## config.mk

```make
export PLATFORM = sky130hd
export DESIGN_NAME = sbus_ack_gen
export DESIGN_NICKNAME = d
export VERILOG_FILES = /design/src/rtl/sbus_ack_pkg.sv /design/src/rtl/sbus_field_acc.sv /design/src/rtl/sbus_ctrl_screen.sv /design/src/rtl/sbus_ack_gen.sv
export SDC_FILE = /design/constraint.sdc
export NUM_CORES = 1
export LEC_CHECK = 0
export CORE_MARGIN = 10
export CORE_UTILIZATION = 63
export DETAILED_ROUTE_END_ITERATION = 6
export DONT_BUFFER_PORTS = 1
export GPL_ROUTABILITY_DRIVEN = 0
export HOLD_SLACK_MARGIN = 0.03
export PLACE_DENSITY = 0.79
export SLEW_MARGIN = 20
export SYNTH_ARGS = -nofsm -noshare
export SYNTH_HDL_FRONTEND = slang
export SYNTH_SLANG_ARGS = --single-unit
export TNS_END_PERCENT = 50
```

## constraint.sdc

```tcl
create_clock -name clk -period 3.4 [get_ports clk]
set_clock_uncertainty 0.2 [all_clocks]
set_input_delay 0.68 -clock clk [delete_from_list [all_inputs] [get_ports clk]]
set_output_delay 0.68 -clock clk [all_outputs]
set_load 0.03 [all_outputs]
```

## src/rtl/sbus_ack_pkg.sv

```systemverilog
package sbus_ack_pkg;

  typedef enum logic [2:0] {
    FLD_MADR = 3'd0,
    FLD_SADR = 3'd1,
    FLD_CTRL = 3'd2,
    FLD_DLEN = 3'd3,
    FLD_DATA = 3'd4,
    FLD_IDLE = 3'd7
  } fld_e;

  localparam int CODE_W = 4;

  function automatic fld_e fld_decode(input logic [2:0] raw);
    case (raw)
      3'd0:    return FLD_MADR;
      3'd1:    return FLD_SADR;
      3'd2:    return FLD_CTRL;
      3'd3:    return FLD_DLEN;
      3'd4:    return FLD_DATA;
      default: return FLD_IDLE;
    endcase
  endfunction

  function automatic logic fld_has_ack(input fld_e k);
    return (k == FLD_SADR) || (k == FLD_CTRL) || (k == FLD_DLEN) || (k == FLD_DATA);
  endfunction

  function automatic logic code_defined(input logic [CODE_W-1:0] c);
    case (c)
      4'h1, 4'h2, 4'h9, 4'hC, 4'hD: return 1'b0;
      default:                      return 1'b1;
    endcase
  endfunction

  function automatic logic code_lock_guarded(input logic [CODE_W-1:0] c);
    case (c)
      4'h3, 4'h6, 4'h7, 4'hA, 4'hB, 4'hE, 4'hF: return 1'b1;
      default:                                  return 1'b0;
    endcase
  endfunction

  function automatic logic code_is_read(input logic [CODE_W-1:0] c);
    return (c == 4'h3) || (c == 4'h7);
  endfunction

  function automatic logic code_is_write(input logic [CODE_W-1:0] c);
    return c[CODE_W-1];
  endfunction

  function automatic logic code_is_lockrd(input logic [CODE_W-1:0] c);
    return c == 4'h4;
  endfunction

endpackage

```

## src/rtl/sbus_field_acc.sv

```systemverilog
module sbus_field_acc #(
  parameter int MAXW  = 12,
  parameter int CNT_W = $clog2(MAXW + 2)
) (
  input  logic             clk,
  input  logic             rst_n,
  input  logic             clear,
  input  logic             en,
  input  logic             bit_in,
  input  logic [CNT_W-1:0] width,
  output logic [MAXW-1:0]  value,
  output logic             last,
  output logic             par_bad
);

  logic [CNT_W-1:0] cnt;
  logic             room;

  assign room    = (cnt <= width);
  assign last    = en && (cnt == width);
  assign par_bad = (^value) ^ bit_in;

  always_ff @(posedge clk) begin
    if (!rst_n) begin
      cnt   <= '0;
      value <= '0;
    end else if (clear) begin
      cnt   <= '0;
      value <= '0;
    end else if (en && room) begin
      cnt <= cnt + 1'b1;
      if (cnt < width) value <= {value[MAXW-2:0], bit_in};
    end
  end

endmodule

```

## src/rtl/sbus_ctrl_screen.sv

```systemverilog
module sbus_ctrl_screen
  import sbus_ack_pkg::*;
(
  input  logic [CODE_W-1:0] code,
  input  logic              rx_empty,
  input  logic              tx_empty,
  input  logic              lock_set,
  input  logic              owner_match,
  output logic              refuse
);

  logic bad_undef, bad_write, bad_read, bad_lock, bad_lockrd;

  always_comb begin
    bad_undef  = !code_defined(code);
    bad_write  = code_is_write(code) && !rx_empty;
    bad_read   = code_is_read(code) && tx_empty;
    bad_lock   = lock_set && !owner_match && code_lock_guarded(code);
    bad_lockrd = code_is_lockrd(code) && !lock_set;
    refuse     = bad_undef || bad_write || bad_read || bad_lock || bad_lockrd;
  end

endmodule

```

## src/rtl/sbus_ack_gen.sv

```systemverilog
module sbus_ack_gen
  import sbus_ack_pkg::*;
#(
  parameter int ADDR_W = 12,
  parameter int BYTE_W = 8
) (
  input  logic              clk,
  input  logic              rst_n,
  input  logic              frame_start,
  input  logic              field_start,
  input  logic [2:0]        field_kind,
  input  logic              bit_valid,
  input  logic              bit_val,
  input  logic              timing_err,
  input  logic              broadcast,
  input  logic [ADDR_W-1:0] my_addr,
  input  logic              rx_empty,
  input  logic              tx_empty,
  input  logic              lock_set,
  input  logic [ADDR_W-1:0] lock_owner,
  output logic              ack_valid,
  output logic              ack_nak,
  output logic              abort
);

  localparam int MAXW  = (ADDR_W > BYTE_W) ? ADDR_W : BYTE_W;
  localparam int CNT_W = $clog2(MAXW + 2);

  fld_e              kind;
  logic              tmg_lat;
  logic              ma_bad;
  logic [ADDR_W-1:0] ma_addr;
  logic              ack_v_q, ack_n_q, abort_q;

  logic              en_bits, acc_clear, field_end, acc_pbad;
  logic [MAXW-1:0]   acc_val;
  logic [CNT_W-1:0]  field_w;
  logic              tmg_any, ctrl_refuse, nak_now, ack_fire;

  assign en_bits   = bit_valid && !field_start && !frame_start && !abort_q && (kind != FLD_IDLE);
  assign acc_clear = field_start || frame_start;
  assign tmg_any   = tmg_lat || (timing_err && en_bits);

  always_comb begin
    case (kind)
      FLD_MADR, FLD_SADR: field_w = CNT_W'(ADDR_W);
      FLD_CTRL:           field_w = CNT_W'(CODE_W);
      FLD_DLEN, FLD_DATA: field_w = CNT_W'(BYTE_W);
      default:            field_w = '0;
    endcase
  end

  sbus_field_acc #(.MAXW(MAXW), .CNT_W(CNT_W)) u_acc (
    .clk     (clk),
    .rst_n   (rst_n),
    .clear   (acc_clear),
    .en      (en_bits),
    .bit_in  (bit_val),
    .width   (field_w),
    .value   (acc_val),
    .last    (field_end),
    .par_bad (acc_pbad)
  );

  sbus_ctrl_screen u_screen (
    .code        (acc_val[CODE_W-1:0]),
    .rx_empty    (rx_empty),
    .tx_empty    (tx_empty),
    .lock_set    (lock_set),
    .owner_match (ma_addr == lock_owner),
    .refuse      (ctrl_refuse)
  );

  always_comb begin
    nak_now = acc_pbad || tmg_any;
    case (kind)
      FLD_SADR: nak_now = nak_now || ma_bad || (acc_val[ADDR_W-1:0] != my_addr);
      FLD_CTRL: nak_now = nak_now || ctrl_refuse;
      default:  ;
    endcase
  end

  assign ack_fire = field_end && fld_has_ack(kind) && !broadcast;

  always_ff @(posedge clk) begin
    if (!rst_n) begin
      kind    <= FLD_IDLE;
      tmg_lat <= 1'b0;
      ma_bad  <= 1'b0;
      ma_addr <= '0;
      ack_v_q <= 1'b0;
      ack_n_q <= 1'b0;
      abort_q <= 1'b0;
    end else begin
      ack_v_q <= ack_fire;
      ack_n_q <= ack_fire && nak_now;
      if (frame_start) begin
        kind    <= FLD_IDLE;
        tmg_lat <= 1'b0;
        ma_bad  <= 1'b0;
        abort_q <= 1'b0;
      end else begin
        if (ack_fire && nak_now) abort_q <= 1'b1;
        if (field_start) begin
          kind    <= abort_q ? FLD_IDLE : fld_decode(field_kind);
          tmg_lat <= 1'b0;
        end else if (timing_err && en_bits) begin
          tmg_lat <= 1'b1;
        end
        if (field_end && kind == FLD_MADR) begin
          ma_bad  <= acc_pbad || tmg_any;
          ma_addr <= acc_val[ADDR_W-1:0];
        end
      end
    end
  end

  assign ack_valid = ack_v_q;
  assign ack_nak   = ack_n_q;
  assign abort     = abort_q;

endmodule

```

==> run summary, run 1 <==
Status: complete, no violations
Tot GR Track Use: 0.159
H-tree depth: 2
Crit Path Class: register to register
Pwr Density: 350 mW/mm^2
Vias in the first global route: 1704
Hold buffers post-CTS: 0
Final instance area: 0.00220 sq mm
Clock Tree Buf Depth: 2
P_leak: 0.820 nW
Setup Buffers After CTS: 0
Grt ovf: 0
Root Driver: clkbuf_4
Post-route ant nets: 0
Synthesized net count: 285
Worst Tran Pin Value: 0.715 ns
Delay-heaviest family, CP: simple AND/OR/NAND/NOR gates
Most area-hungry cell type in the Yosys netlist: dfxtp_1
Die height: 77.8 um
Die width: 77.8 um
Cell Area, Placed: 0.00212 sq mm
Worst slew margin: 0.520
Resized cells post-CTS: 0
Yosys reg bits: 36
Setup ws final: 0.751 ns
Syn Inst Count: 234
Crit-path max cell delay: 0.60 ns
Initial antenna violation count: 0
TritonRoute pass-1 iters: 4
CP bufs+invs: 0
Layout Nets: 284
Pins Over Slew Limit: 0
Arrival @ worst endpoint: 2.73 ns
R2r startpoint: kind[0]
PortBufs: 0
WP depth: 8
Pin count of the biggest net entering global routing: 18
CTS Buf Count: 5
Core Rows: 20
Fraction of layout cells with a size suffix above 1: 0.0641
Top cell type's share of synthesized area: 0.342
Initial detailed-routing violation count: 128
Min Clock Period, post-route: 2.65 ns
Number of flops mapped to enable cells by yosys: 0
Seq/Total Area, Yosys: 0.342
Worst-Skew Late Latency: 0.36 ns
Data required, critical path: 3.48 ns
Fillers: 260
Asr flop ratio synth: 0
# diodes: 0
FMAX: 0.378 GHz
YS warnings: 0
Initial Util: 0.673
# DRC: 0
Slowest-stage cell, CP: dfxtp_1
Total power: 0.769 mW
Final period util: 0.779
HP Class: input port to register
CTS sink count: 36
Crit Path Max Fanout: 14
Min-delay src: broadcast
Pre-CTS setup slack: 0.730 ns
Routed len/inst: 16.5 um
CTS tree: yes
Max Cap Violations: 0
Final hold vios: 0
Synth cell types: 38
Top Ports: 41
First-pass GRT wire length: 7.81 mm
Reg clk slew, reported paths: 0.12 ns
Core ar.: 0.00313 sq mm
Synth top area cells: dfxtp_1 34%, xor2_1 12%, ha_1 7.7%
Element type at the critical path end: register
Die Area: 0.00606 sq mm
Setup crit start: kind[0]
Total Neg Setup Slack: 0 ns
Post-DP HPWL: 3.64 mm
WHS Path Cells: 1
Mean area per synthesized cell: 9.00 sq um
Max IR drop VDD: 0.346 mV
Critical path, cell by cell: nand2b_1 -> nand2_1 -> ha_1 -> nand3_1 -> or2_4 -> nor4_4 -> nor2_1 -> a211oi_1
Worst setup SP type: register
Vias/cell: 5.77
Mapped cell area: 0.00211 sq mm
Vias: 1603
Final setup fails: 0
Area growth, synth to finish: 4.40%
Synth Flop Type: dfxtp_1
Reg2reg path depth: 8
RSZ-0062 raised after global routing: false
Detailed-route wire length: 4.59 mm
## placed cells by master, fill, tap and decap left out, types with 2 or more instances in the layout
cell / n
dfxtp_1: 36
nand2_1: 33
xor2_1: 28
nor2_1: 18
ha_1: 13
mux2i_1: 12
inv_1: 10
a21boi_1: 10
xnor2_1: 8
nand3_1: 6
o21ai_0: 6
nor4_1: 6
clkbuf_4: 5
a21oi_1: 4
nand2b_1: 3
and2_1: 3
nor3_1: 3
a21boi_0: 3
nor2b_1: 2
a211oi_1: 2
o211ai_1: 2
a31oi_1: 2
o32ai_1: 2
## Yosys cell counts (2+ instances only)
cell / instances
a21oi_1: 4
ha_1: 13
nor2_1: 18
dfxtp_1: 36
nor4_1: 6
xor2_1: 28
clkbuf_1: 6
nand2_1: 33
buf_6: 2
and2_1: 3
nand2b_1: 3
nor2b_1: 2
nor3_1: 3
xnor2_1: 8
a31oi_1: 2
a21boi_1: 10
o21ai_0: 6
o32ai_1: 2
nand3_1: 6
o211ai_1: 2
a21boi_0: 3
a211oi_1: 2
mux2i_1: 12
inv_1: 10
## power by group
part	switching (mW)	internal, mW
clock network	0.156	0.153
logic	0.0163	0.0170
registers	0.00382	0.423
## logic make-up (layout without fill, tap and decap cells)
logic type	Yosys count	in the layout	share of synthesized area
AO/OA/AOI/OAI	36	36	0.125
XOR/XNOR	37	37	0.160
adder cells (fa/ha/maj)	13	13	0.0772
buffers and inverters	19	19	0.0416
flip-flops	36	36	0.342
multiplexers	12	12	0.0570
AND/OR/NAND/NOR	81	81	0.196
## layer usage
metal | global-route usage | vias to the layer above | routed length (um)
met5 | 0 | - | 0
met4 | 0.0748 | 0 | 116
met3 | 0.0611 | 12 | 400
met2 | 0.251 | 49 | 2100
met1 | 0.186 | 751 | 1970
li1 | - | 791 | -
## flip-flops by register name, indices dropped and copies added, names as in the netlist
| name | flops |
|---|---|
| u_acc.value | 12 |
| u_acc.cnt | 4 |
| ma_addr | 12 |
| kind | 3 |
| tmg_lat | 1 |
| ack_nak | 1 |
| abort | 1 |
| ack_valid | 1 |
| ma_bad | 1 |
## per-stage QoR
stage,cells,hold WS [ns],util
after floorplan,234,0.220,-
after CTS,278,0.197,0.703
final,278,0.196,0.703
after global routing,278,0.190,0.703
after global placement,270,0.247,0.677
after detailed placement,270,0.258,0.677
## area by class of cell
class                      count  area [sq um]  area share
multi-input combinational    179          1300       0.590
sequential                    36           721       0.328
tap                           44          55.1      0.0250
clock inverter                 3          42.5      0.0194
clock buffer                   5          37.5      0.0171
inverter                      10          37.5      0.0171
timing repair buffer           1          7.51     0.00341
## path summary, 6_finish.rpt
check	end	slack, ns
hold reg to reg	ma_addr[7]	0.27
setup reg to reg	ma_bad	0.75
hold / removal	ack_valid	0.20
setup / recovery	ma_bad	0.75
(Power assumes the default switching activity.)
==> run 2, diff against run 1 <==
- clock period: 3.4 -> 2.5 ns (I/O delays scaled with it)
==> run 2 against run 1 <==
Effect of this change: non-clock buffer count grew 9; critical path depth down 1; setup slack got worse by 0.55 ns; combinational power increased by 54%; critical endpoint is now ma_addr[1]; highest routed layer unchanged.
==> run summary, run 2 (synthesis results as in run 1) <==
Fillers: 249 (-4.2%)
CTS tree: yes
Gate power share: 0.050 (+0.007)
Switching Power: 0.224 mW (+27%)
Vias: 1650 (+2.9%)
Hold buffers post-CTS: 0 (unchanged)
Core ar.: 0.00313 sq mm (unchanged)
P_int: 0.809 mW (+37%)
Hold_ws: 0.0413 ns (-0.155 ns)
Worst slew margin: 0.566 (+0.0457)
HP Class: input port to register
Pwr Density: 454 mW/mm^2 (+30%)
Commonest non-fill, non-tap cells in the layout: 36 x dfxtp_1, 33 x nand2_1, 28 x xor2_1
TritonRoute pass-1 iters: 4 (unchanged)
Top Ports: 41 (unchanged)
Final period util: 0.919 (+0.140)
Area growth, synth to finish: 8.02%
Arrival @ worst endpoint: 2.32 ns (-0.41 ns)
Pin count of the biggest net entering global routing: 18 (unchanged)
FMAX: 0.435 GHz (+15%)
Status: complete, no violations
P_leak: 0.869 nW (+6.0%)
Setup Buffers After CTS: 0 (unchanged)
# diodes: 0 (unchanged)
Layout Nets: 293 (+3.2%)
Initial Util: 0.673 (unchanged)
Tot GR Track Use: 0.159 (-0.000311)
Post-route ant nets: 0 (unchanged)
Worst setup SP type: register
Fraction of layout cells with a size suffix above 1: 0.0947 (+0.0305)
Commonest non-fill, non-tap cell in the layout: dfxtp_1
Worst-Skew Late Latency: 0.33 ns (-0.03 ns)
PortBufs: 0 (unchanged)
Clock network power share: 0.392 (-0.010)
Detailed-route wire length: 4.67 mm (+1.7%)
H-tree depth: 2 (unchanged)
Vias/cell: 5.75 (-0.30%)
Root Driver: clkbuf_4
Min Clock Period, post-route: 2.30 ns (-0.351 ns)
Dpl cells: 279 (+3.3%)
CTS Buf Count: 5 (unchanged)
Core Rows: 20 (unchanged)
Routed len/inst: 16.3 um (-1.5%)
Initial antenna violation count: 0 (unchanged)
Reg clk slew, reported paths: 0.11 ns (about the same)
Clock Tree Buf Depth: 2 (unchanged)
RSZ-0062 raised after global routing: false
Max Cap Violations: 0 (unchanged)
# DRC: 0 (unchanged)
Initial detailed-routing violation count: 64 (-50%)
Die width: 77.8 um (unchanged)
Final hold vios: 0 (unchanged)
Die height: 77.8 um (unchanged)
Element type at the critical path end: register
Worst Tran Pin Value: 0.652 ns (-0.0632 ns)
First-pass GRT wire length: 7.94 mm (+1.6%)
Crit Path Class: register to register
Biggest regs: ma_addr: 12 flops, u_acc.value: 12 flops, u_acc.cnt: 4 flops
Max IR drop VDD: 0.412 mV (+19%)
Grt ovf: 0 (unchanged)
Switching fraction of total power: 0.217 (-0.0123)
Total Neg Setup Slack: 0 ns (unchanged)
Crit Path Max Fanout: 12 (-2)
Fin cells: 287 (+3.2%)
Vias in the first global route: 1724 (+1.2%)
CTS sink count: 36 (unchanged)
Data required, critical path: 2.52 ns (-0.96 ns)
Final setup fails: 0 (unchanged)
Reg2reg setup slack: 0.20 ns (-0.55 ns)
Fraction of power consumed by sequential logic: 0.558 (+0.004)
Post-DP HPWL: 3.71 mm (+1.9%)
Resized cells post-CTS: 0 (unchanged)
Die Area: 0.00606 sq mm (unchanged)
Pins Over Slew Limit: 0 (unchanged)
## run 2: changes by cell type in the layout (fill, tap and decap cells not counted)
cell        previous run  this run
buf_4                  1         9
clkinvlp_4             1         0
clkbuf_1               0         1
buf_12                 0         1
## run 2: worst max-delay path, stage by stage (launching register included)
cell,delay [ns]
dfxtp_1,0.48
a21oi_1,0.12
ha_1,0.28
nand3_1,0.11
or2_4,0.28
or4_4,0.51
nand2_1,0.10
a21boi_0,0.10
## run 2: power groups by stage
stage | Combinational [mW] | Clock [mW] | Sequential [mW]
after CTS | 0.0511 | 0.412 | 0.577
after floorplan | 0.0452 | 0 | 0.588
final | 0.0513 | 0.406 | 0.577
after detailed placement | 0.0506 | 0 | 0.590
after global routing | 0.0572 | 0.440 | 0.577
after global placement | 0.0493 | 0 | 0.590
## run 2: worst paths after layout
path,start,end,cells after the start
max,kind[1],ma_addr[1],7
min reg2reg,ma_addr[8],ma_addr[8],2
max reg2reg,kind[1],ma_addr[1],7
min,broadcast,ack_valid,1
## run 2: final cells by class
| type | count | area (sq um) | area share |
|---|---|---|---|
| repair buffers | 10 | 87.6 | 0.0385 |
| flip-flops and latches | 36 | 721 | 0.317 |
| well taps | 44 | 55.1 | 0.0242 |
| clock buffers | 6 | 41.3 | 0.0182 |
| clock inverters | 2 | 35.0 | 0.0154 |
| multi-input cells | 179 | 1300 | 0.570 |
| inverters | 10 | 37.5 | 0.0165 |
## run 2: routing by layer
layer,up-vias,GRT usage,part of all wire
li1,803,-,-
met1,773,0.187,0.43
met2,61,0.252,0.44
met3,13,0.0634,0.10
met4,0,0.0639,0.025
met5,-,0,0
## run 2: stage by stage
stage	power (mW)	util	area [sq um]	setup slack (ns)
3_5_place_dp	0.640	0.703	2200	0.124
3_3_place_gp	0.639	0.703	2200	0.177
4_1_cts	1.04	0.727	2270	0.219
5_1_grt	1.07	0.727	2270	0.0757
6_report	1.03	0.727	2270	0.202
2_1_floorplan	0.633	-	2110	0.0466
